### config.mk
export PLATFORM = sky130hd
export DESIGN_NAME = beam_irq_unit
export DESIGN_NICKNAME = d
export VERILOG_FILES = /design/src/rtl/beam_irq_pkg.sv /design/src/rtl/beam_irq_ctrl.sv /design/src/rtl/beam_irq_datapath.sv /design/src/rtl/beam_irq_unit.sv
export SDC_FILE = /design/constraint.sdc
export NUM_CORES = 1
export LEC_CHECK = 0
export BUFFER_PORTS_ARGS = -buffer_cell sky130_fd_sc_hd__buf_2
export CORE_ASPECT_RATIO = 1.75
export CORE_MARGIN = 3
export CORE_UTILIZATION = 56
export CTS_CLUSTER_SIZE = 8
export DETAILED_ROUTE_END_ITERATION = 10
export GPL_TIMING_DRIVEN = 0
export PLACE_DENSITY = 0.74
export SYNTH_ARGS = -nofsm -noshare
export SYNTH_HDL_FRONTEND = slang
export SYNTH_SLANG_ARGS = --single-unit
### constraint.sdc
create_clock -name clk -period 4.75 [get_ports clk]
set_clock_uncertainty 0.15 [all_clocks]
set_input_delay 0.2375 -clock clk [delete_from_list [all_inputs] [get_ports clk]]
set_output_delay 0.2375 -clock clk [all_outputs]
set_load 0.03 [all_outputs]
### src/rtl/beam_irq_pkg.sv
package beam_irq_pkg;
  localparam int CH_COUNT = 4;
  localparam int SEL_WIDTH = $clog2(CH_COUNT);
  localparam int WORD_W = 16;
  localparam int MASK_BIT = 12;
  localparam int PEND_BIT = 15;

  typedef struct packed {
    logic [CH_COUNT-1:0] hiStb;
    logic [CH_COUNT-1:0] loStb;
    logic                clr;
  } chan_strobe_t;
endpackage

### src/rtl/beam_irq_ctrl.sv
module beam_irq_ctrl
  import beam_irq_pkg::*;
(
  input  logic                 clk,
  input  logic                 rstN,
  input  logic                 wrEn,
  input  logic [SEL_WIDTH-1:0] wrSel,
  input  logic                 wrHigh,
  input  logic                 clearAll,
  output chan_strobe_t         stb
);
  always_comb begin
    stb = '0;
    stb.clr = clearAll;
    for (int i = 0; i < CH_COUNT; i++) begin
      if (wrEn && (wrSel == SEL_WIDTH'(i))) begin
        if (wrHigh) stb.hiStb[i] = 1'b1;
        else        stb.loStb[i] = 1'b1;
      end
    end
  end


  one_target_chk: assert property (@(posedge clk) disable iff (!rstN)
    $onehot0({stb.hiStb, stb.loStb}));


  hi_needs_write_chk: assert property (@(posedge clk) disable iff (!rstN)
    (|stb.hiStb) |-> (wrEn && wrHigh));
endmodule

### src/rtl/beam_irq_datapath.sv
module beam_irq_datapath
  import beam_irq_pkg::*;
#(
  parameter int LINE_W = 10,
  parameter int PRE0_V = 263,
  parameter int PRE0_H = 430,
  parameter int PRE1_V = 1,
  parameter int PRE1_H = 1
)(
  input  logic                 clk,
  input  logic                 rstN,
  input  chan_strobe_t         stb,
  input  logic                 beamAdv,
  input  logic [LINE_W-1:0]    beamLine,
  input  logic [WORD_W-1:0]    wrData,
  input  logic [SEL_WIDTH-1:0] rdSel,
  input  logic                 rdHigh,
  output logic [WORD_W-1:0]    rdData,
  output logic                 irqOut
);
  logic [LINE_W-1:0] vCmp [CH_COUNT];
  logic [LINE_W-1:0] hCmp [CH_COUNT];
  logic [CH_COUNT-1:0] maskVec;
  logic [CH_COUNT-1:0] pendVec;

  for (genvar i = 0; i < CH_COUNT; i++) begin : g_ch
    localparam logic [LINE_W-1:0] RST_V =
      (i == 0) ? LINE_W'(PRE0_V) : (i == 1) ? LINE_W'(PRE1_V) : '0;
    localparam logic [LINE_W-1:0] RST_H =
      (i == 0) ? LINE_W'(PRE0_H) : (i == 1) ? LINE_W'(PRE1_H) : '0;
    localparam logic RST_M = (i < 2);

    logic lineHit;
    assign lineHit = beamAdv && (beamLine == vCmp[i]);

    always_ff @(posedge clk) begin
      if (!rstN) begin
        vCmp[i]    <= RST_V;
        hCmp[i]    <= RST_H;
        maskVec[i] <= RST_M;
        pendVec[i] <= 1'b0;
      end else if (stb.clr) begin
        vCmp[i]    <= '0;
        hCmp[i]    <= '0;
        maskVec[i] <= 1'b0;
        pendVec[i] <= 1'b0;
      end else if (stb.hiStb[i]) begin
        vCmp[i]    <= wrData[LINE_W-1:0];
        maskVec[i] <= wrData[MASK_BIT];
        pendVec[i] <= wrData[PEND_BIT];
      end else begin
        if (stb.loStb[i]) hCmp[i] <= wrData[LINE_W-1:0];
        if (lineHit) pendVec[i] <= 1'b1;
      end
    end


    write_wins_chk: assert property (@(posedge clk) disable iff (!rstN)
      (stb.hiStb[i] && !stb.clr) |=> (pendVec[i] == $past(wrData[PEND_BIT])));


    match_sets_chk: assert property (@(posedge clk) disable iff (!rstN)
      (lineHit && !stb.hiStb[i] && !stb.clr) |=> pendVec[i]);
  end

  always_ff @(posedge clk) begin
    if (!rstN) irqOut <= 1'b0;
    else       irqOut <= |(pendVec & maskVec);
  end

  always_comb begin
    rdData = '0;
    if (rdHigh) begin
      rdData[LINE_W-1:0] = vCmp[rdSel];
      rdData[MASK_BIT]   = maskVec[rdSel];
      rdData[PEND_BIT]   = pendVec[rdSel];
    end else begin
      rdData[LINE_W-1:0] = hCmp[rdSel];
    end
  end


  clear_all_chk: assert property (@(posedge clk) disable iff (!rstN)
    stb.clr |=> (pendVec == '0 && maskVec == '0));


  irq_rise_chk: assert property (@(posedge clk) disable iff (!rstN)
    $rose(irqOut) |-> $past(|(pendVec & maskVec)));


  irq_quiet_chk: assert property (@(posedge clk) disable iff (!rstN)
    ((pendVec & maskVec) == '0) |=> !irqOut);
endmodule

### src/rtl/beam_irq_unit.sv
module beam_irq_unit
  import beam_irq_pkg::*;
#(
  parameter int LINE_W = 10,
  parameter int PRE0_V = 263,
  parameter int PRE0_H = 430,
  parameter int PRE1_V = 1,
  parameter int PRE1_H = 1
)(
  input  logic                 clk,
  input  logic                 rstN,
  input  logic                 beamAdv,
  input  logic [LINE_W-1:0]    beamLine,
  input  logic                 wrEn,
  input  logic [SEL_WIDTH-1:0] wrSel,
  input  logic                 wrHigh,
  input  logic [WORD_W-1:0]    wrData,
  input  logic                 clearAll,
  input  logic [SEL_WIDTH-1:0] rdSel,
  input  logic                 rdHigh,
  output logic [WORD_W-1:0]    rdData,
  output logic                 irqOut
);
  chan_strobe_t stb;

  beam_irq_ctrl u_ctrl (
    .clk(clk), .rstN(rstN), .wrEn(wrEn), .wrSel(wrSel),
    .wrHigh(wrHigh), .clearAll(clearAll), .stb(stb)
  );

  beam_irq_datapath #(
    .LINE_W(LINE_W), .PRE0_V(PRE0_V), .PRE0_H(PRE0_H),
    .PRE1_V(PRE1_V), .PRE1_H(PRE1_H)
  ) u_dp (
    .clk(clk), .rstN(rstN), .stb(stb), .beamAdv(beamAdv),
    .beamLine(beamLine), .wrData(wrData), .rdSel(rdSel),
    .rdHigh(rdHigh), .rdData(rdData), .irqOut(irqOut)
  );
endmodule

Word-level counts from Yosys, hierarchy flattened
Memories as Yosys holds them, arrays and structs flattened.
Index checks and enable logic that the tools add are counted.

operators by class
  reductions and logical operators = 17
  $lt $le $gt $ge = 1
  mux-type cells = 85
  equal/unequal tests = 7
  bitwise operators = 18

operator list
  operator            number
  $mux 10             17
  $mux 1              66
  $eq 10x10->1        4
  $or 1x1->1          16
  $reduce_bool 2->1   6
  $logic_and 1x1->1   8
  $and 4x4->4         1
  $bmux 1 s2          2
  $eq 2x2->1 const B  2
  $reduce_or 4->1     1
  $lt 2x3->1 const B  1
  $eq 2x1->1 const B  1
  $logic_not 2->1     1
  $reduce_or 2->1     1
  $not 1->1           1

word-level totals
  output and inout bits = 17
  input port bits = 37
  memory bits (writable) = 80
  flip-flop bits (word level) = 9
  memories kept = 2

memories
  memory     words  bits a word  read ports  clocked after memory_dff  wr ports  RTL line                 source
  u_dp.hCmp  4      10           1           0                         4         beam_irq_datapath.sv:22  logic [LINE_W-1:0] hCmp [CH_COUNT];
  u_dp.vCmp  4      10           5           0                         4         beam_irq_datapath.sv:21  logic [LINE_W-1:0] vCmp [CH_COUNT];

Logic depth before layout (Yosys ltp)
  depth after elaboration = 9
  depth in mapped cells = 6
  mapped depth without buffers = 4

Hierarchy
Synthesis repeated with hierarchy kept, for this count alone.

second synthesis, totals
  cell total of the unflattened synthesis = 339
  area total of the unflattened synthesis = 4,764.6 µm²

by module, submodules not included
  module             cells each  instances  area an instance (µm²)
  beam_irq_datapath  330         1          4,660.7
  beam_irq_ctrl      9           1          103.8

Worst setup path after synthesis
Ideal clock, no wire load.

  path type = input to register
  from = input port clearAll
  to = memory u_dp.hCmp[2][0], enable pin
  arrival time = 1.484 ns
  required time = 4.209 ns
  cell stages on the path = 4
  setup slack = 2.726 ns
  buffers on the path = 1
  cell sequence = buf_6 > and4bb_2 > nand2_1 > o21ai_0

RTL lines
  item                RTL line                 source
  start: declaration  beam_irq_unit.sv:18      input logic clearAll,
  end: declaration    beam_irq_datapath.sv:22

==> impl_metrics.tcl <==
set metrics [dict create \
    routed_wl_mm 10.8 \
    netlist-cell-type-count 38 \
    outcome "completed" \
    synthCells 335 \
    postPlaceCellArea_mm2 0.00499 \
    gp_congestion 0.878 \
    viasPerCell 6.00 \
    die_h_um 126 \
    clk_latency_ns 0.34 \
    num_antenna_cells 0 \
    dp_slack_ns 2.56 \
    netlist_area_mm2 0.00464 \
    syn2layout_area_growth_pct 14.1 \
    crit_path_end_kind "flip-flop" \
    drv_slew 0 \
    ios 54 \
    multi_input_comb_area_mm2 0.00194 \
    cts_tree "built" \
    timing.final.ws_setup_ns 2.35 \
    p_leak_nw 2.18 \
    worstPathArrival_ns 2.23 \
    drtPass1Iterations 4 \
    hp-class "input port to flip-flop" \
    cp-start-kind "input port" \
    grt_overflow 0 \
    cts_buffers 9 \
    worst_ir_drop_vdd_mv 0.257 \
    yosys_warnings 0 \
    fin_setup_tns_ns 0 \
    coreArea_mm2 0.00802 \
    cap_violations 0 \
    rsz0062_at_grt "false" \
    r2r-start "u_dp.vCmp[0][7]" \
    drc_errors 0 \
    synth_seq_cells 89 \
    drive_gt1_share_pct 24.5 \
    critical_path.startpoint "clearAll" \
    hp-start "wrData[12]" \
    relSlewSlack_pct 32.8 \
    post_cts.repair.setup_buffers 0 \
    power_density_mw_per_mm2 349 \
    postRouteAntennaNets 0 \
    worstSetupPathType "input port to flip-flop" \
    grt_pass1_wl_mm 16.5 \
    timing_hold_violations_final 0 \
    first_iter_violations 161 \
    die_width_um 74.8 \
    cts_num_sinks 89 \
    tightest_slew_ns 1.00 \
    htreeDepth 3 \
    finalSetupViolations 0 \
    clockBufferDepth 2 \
    grt_pass1_vias 3018 \
    final_area_mm2 0.00529 \
    place_hpwl_mm 8.13 \
    ff2ff_path_depth 4 \
    yosysSeqAreaShare_pct 55.7 \
    grt_max_degree 14 \
    max_freq_ghz 0.416 \
    initial_core_util_pct 57.8 \
    ctsResizeCount 0 \
    syn_avg_cell_area_um2 13.8 \
    final_nets 432 \
    cp_max_fo 10 \
    antenna_found_initial 0 \
    wire_per_inst_um 22.1 \
    nFillCells 630 \
    track_usage_pct 24.8 \
    cp_data_required_time_ns 4.58 \
    period_minus_slack_ns 2.40 \
    rows 43 \
    port_buffers 43 \
    cts_root_buf "clkbuf_16" \
    num_vias 2941 \
    register_area_mm2 0.00258 \
    period_share_pct 50.6 \
    hold_depth 3 \
    dieArea_mm2 0.00945 \
    clk_pin_slew_worst_paths_ns 0.06 \
]
## Yosys cell counts (all sizes together)
master  instances  area (um2)
edfxtp         80        2400
nand4           7        43.8
nor3            7        35.0
and3           16         100
nand4b          1        8.76
nand2b          3        18.8
nor2           13        48.8
o21ai           8        40.0
a21boi          4        30.0
a22oi           2        15.0
conb            1        3.75
mux4           22         526
clkbuf          9        35.0
mux2i           7        70.1
or3             2        12.5
or2             1        6.26
inv             1        3.75
buf            11        83.8
nand3b          2        18.8
o21a            6        45.0
nand3           3        15.0
dfxtp           9         180
xnor2          10        87.6
and4bb          1        12.5
nor2b           2        20.0
nor4            6        37.5
nand2           8        30.0
xor2           30         263
and2           51         319
o22ai           2        12.5
mux2           10         113
## power by group
part / switching, mW / leakage (nW) / internal (mW)
Clock: 0.277 / 0.144 / 0.421
Combinational: 0.133 / 1.10 / 0.0942
Sequential: 0.0228 / 0.933 / 0.900
## flip-flops by register name, summed over array words and instances (netlist names)
register / count
u_dp.pendVec: 4
u_dp.maskVec: 4
u_dp.irqOut: 1
u_dp.vCmp: 40
u_dp.hCmp: 40
## metal layers
| metal | wire (um) | track usage (%) | part of all wire, % |
|---|---|---|---|
| met1 | 3970 | 29.0 | 37 |
| met3 | 497 | 4.76 | 4.6 |
| met4 | 444 | 12.1 | 4.1 |
| met5 | 0 | 0 | 0 |
| met2 | 5930 | 42.6 | 55 |
## critical path, stage by stage
cell	delay (ns)
dlygate4sd3_1	0.57
buf_6	0.16
nor2b_4	0.22
nand3b_2	0.13
or3_1	0.32
buf_2	0.19
nand2_1	0.39
## final cells by class
| type | count | area share, % |
|---|---|---|
| sequential | 89 | 48.8 |
| inverter | 1 | 0.0709 |
| multi-input combinational | 228 | 36.7 |
| timing repair buffer | 46 | 4.54 |
| tap | 90 | 2.13 |
| clock buffer | 13 | 4.73 |
| buffer | 20 | 2.25 |
| clock inverter | 3 | 0.757 |
## logic make-up (layout without fill, tap and decap cells)
| group | Yosys count | in the layout | share of synthesized area, % |
|---|---|---|---|
| mux | 39 | 39 | 15.3 |
| simple gates | 123 | 123 | 15.7 |
| buf+inv | 21 | 83 | 2.64 |
| xor+xnor | 40 | 40 | 7.56 |
| compound gates | 22 | 22 | 3.08 |
| other cells | 1 | 4 | 0.0809 |
| flops | 89 | 89 | 55.7 |
## cells in the final DEF, fill, tap and decap left out, types with 8 or more instances in the layout
cell | synthesis | final
clkbuf_16 | 0 | 9
buf_2 | 4 | 47
and2_1 | 51 | 51
nand2_1 | 8 | 8
mux2_2 | 10 | 10
clkbuf_1 | 8 | 11
dfxtp_1 | 9 | 9
and3_1 | 16 | 16
nor2_1 | 13 | 13
xnor2_1 | 10 | 10
edfxtp_1 | 80 | 80
mux4_2 | 14 | 14
mux4_1 | 8 | 8
xor2_1 | 30 | 30
## path summary, 6_finish.rpt
check | endpoint | slack [ns]
setup / recovery | u_dp.hCmp[0][8] | 2.35
hold / removal | u_dp.maskVec[3] | 0.04
setup reg to reg | u_dp.pendVec[0] | 3.23
hold reg to reg | u_dp.pendVec[0] | 0.35
## stage by stage
step	std cells	hold slack (ns)	total power, mW	utilization, %
floorplan	338	0.231	1.08	-
global placement	471	0.343	1.16	62.1
detailed placement	473	0.349	1.17	62.3
CTS	490	0.0275	1.85	66.0
global route	490	0.0575	1.91	66.0
finish	490	0.0414	1.85	66.0
## repair_timing
action                                  4_1_cts  5_1_grt
endpoints found under the setup margin        0        0
hold endpoints to repair                      2        0
hold buffers                                  1        0
Note: power is estimated with default switching activity, not from simulation.
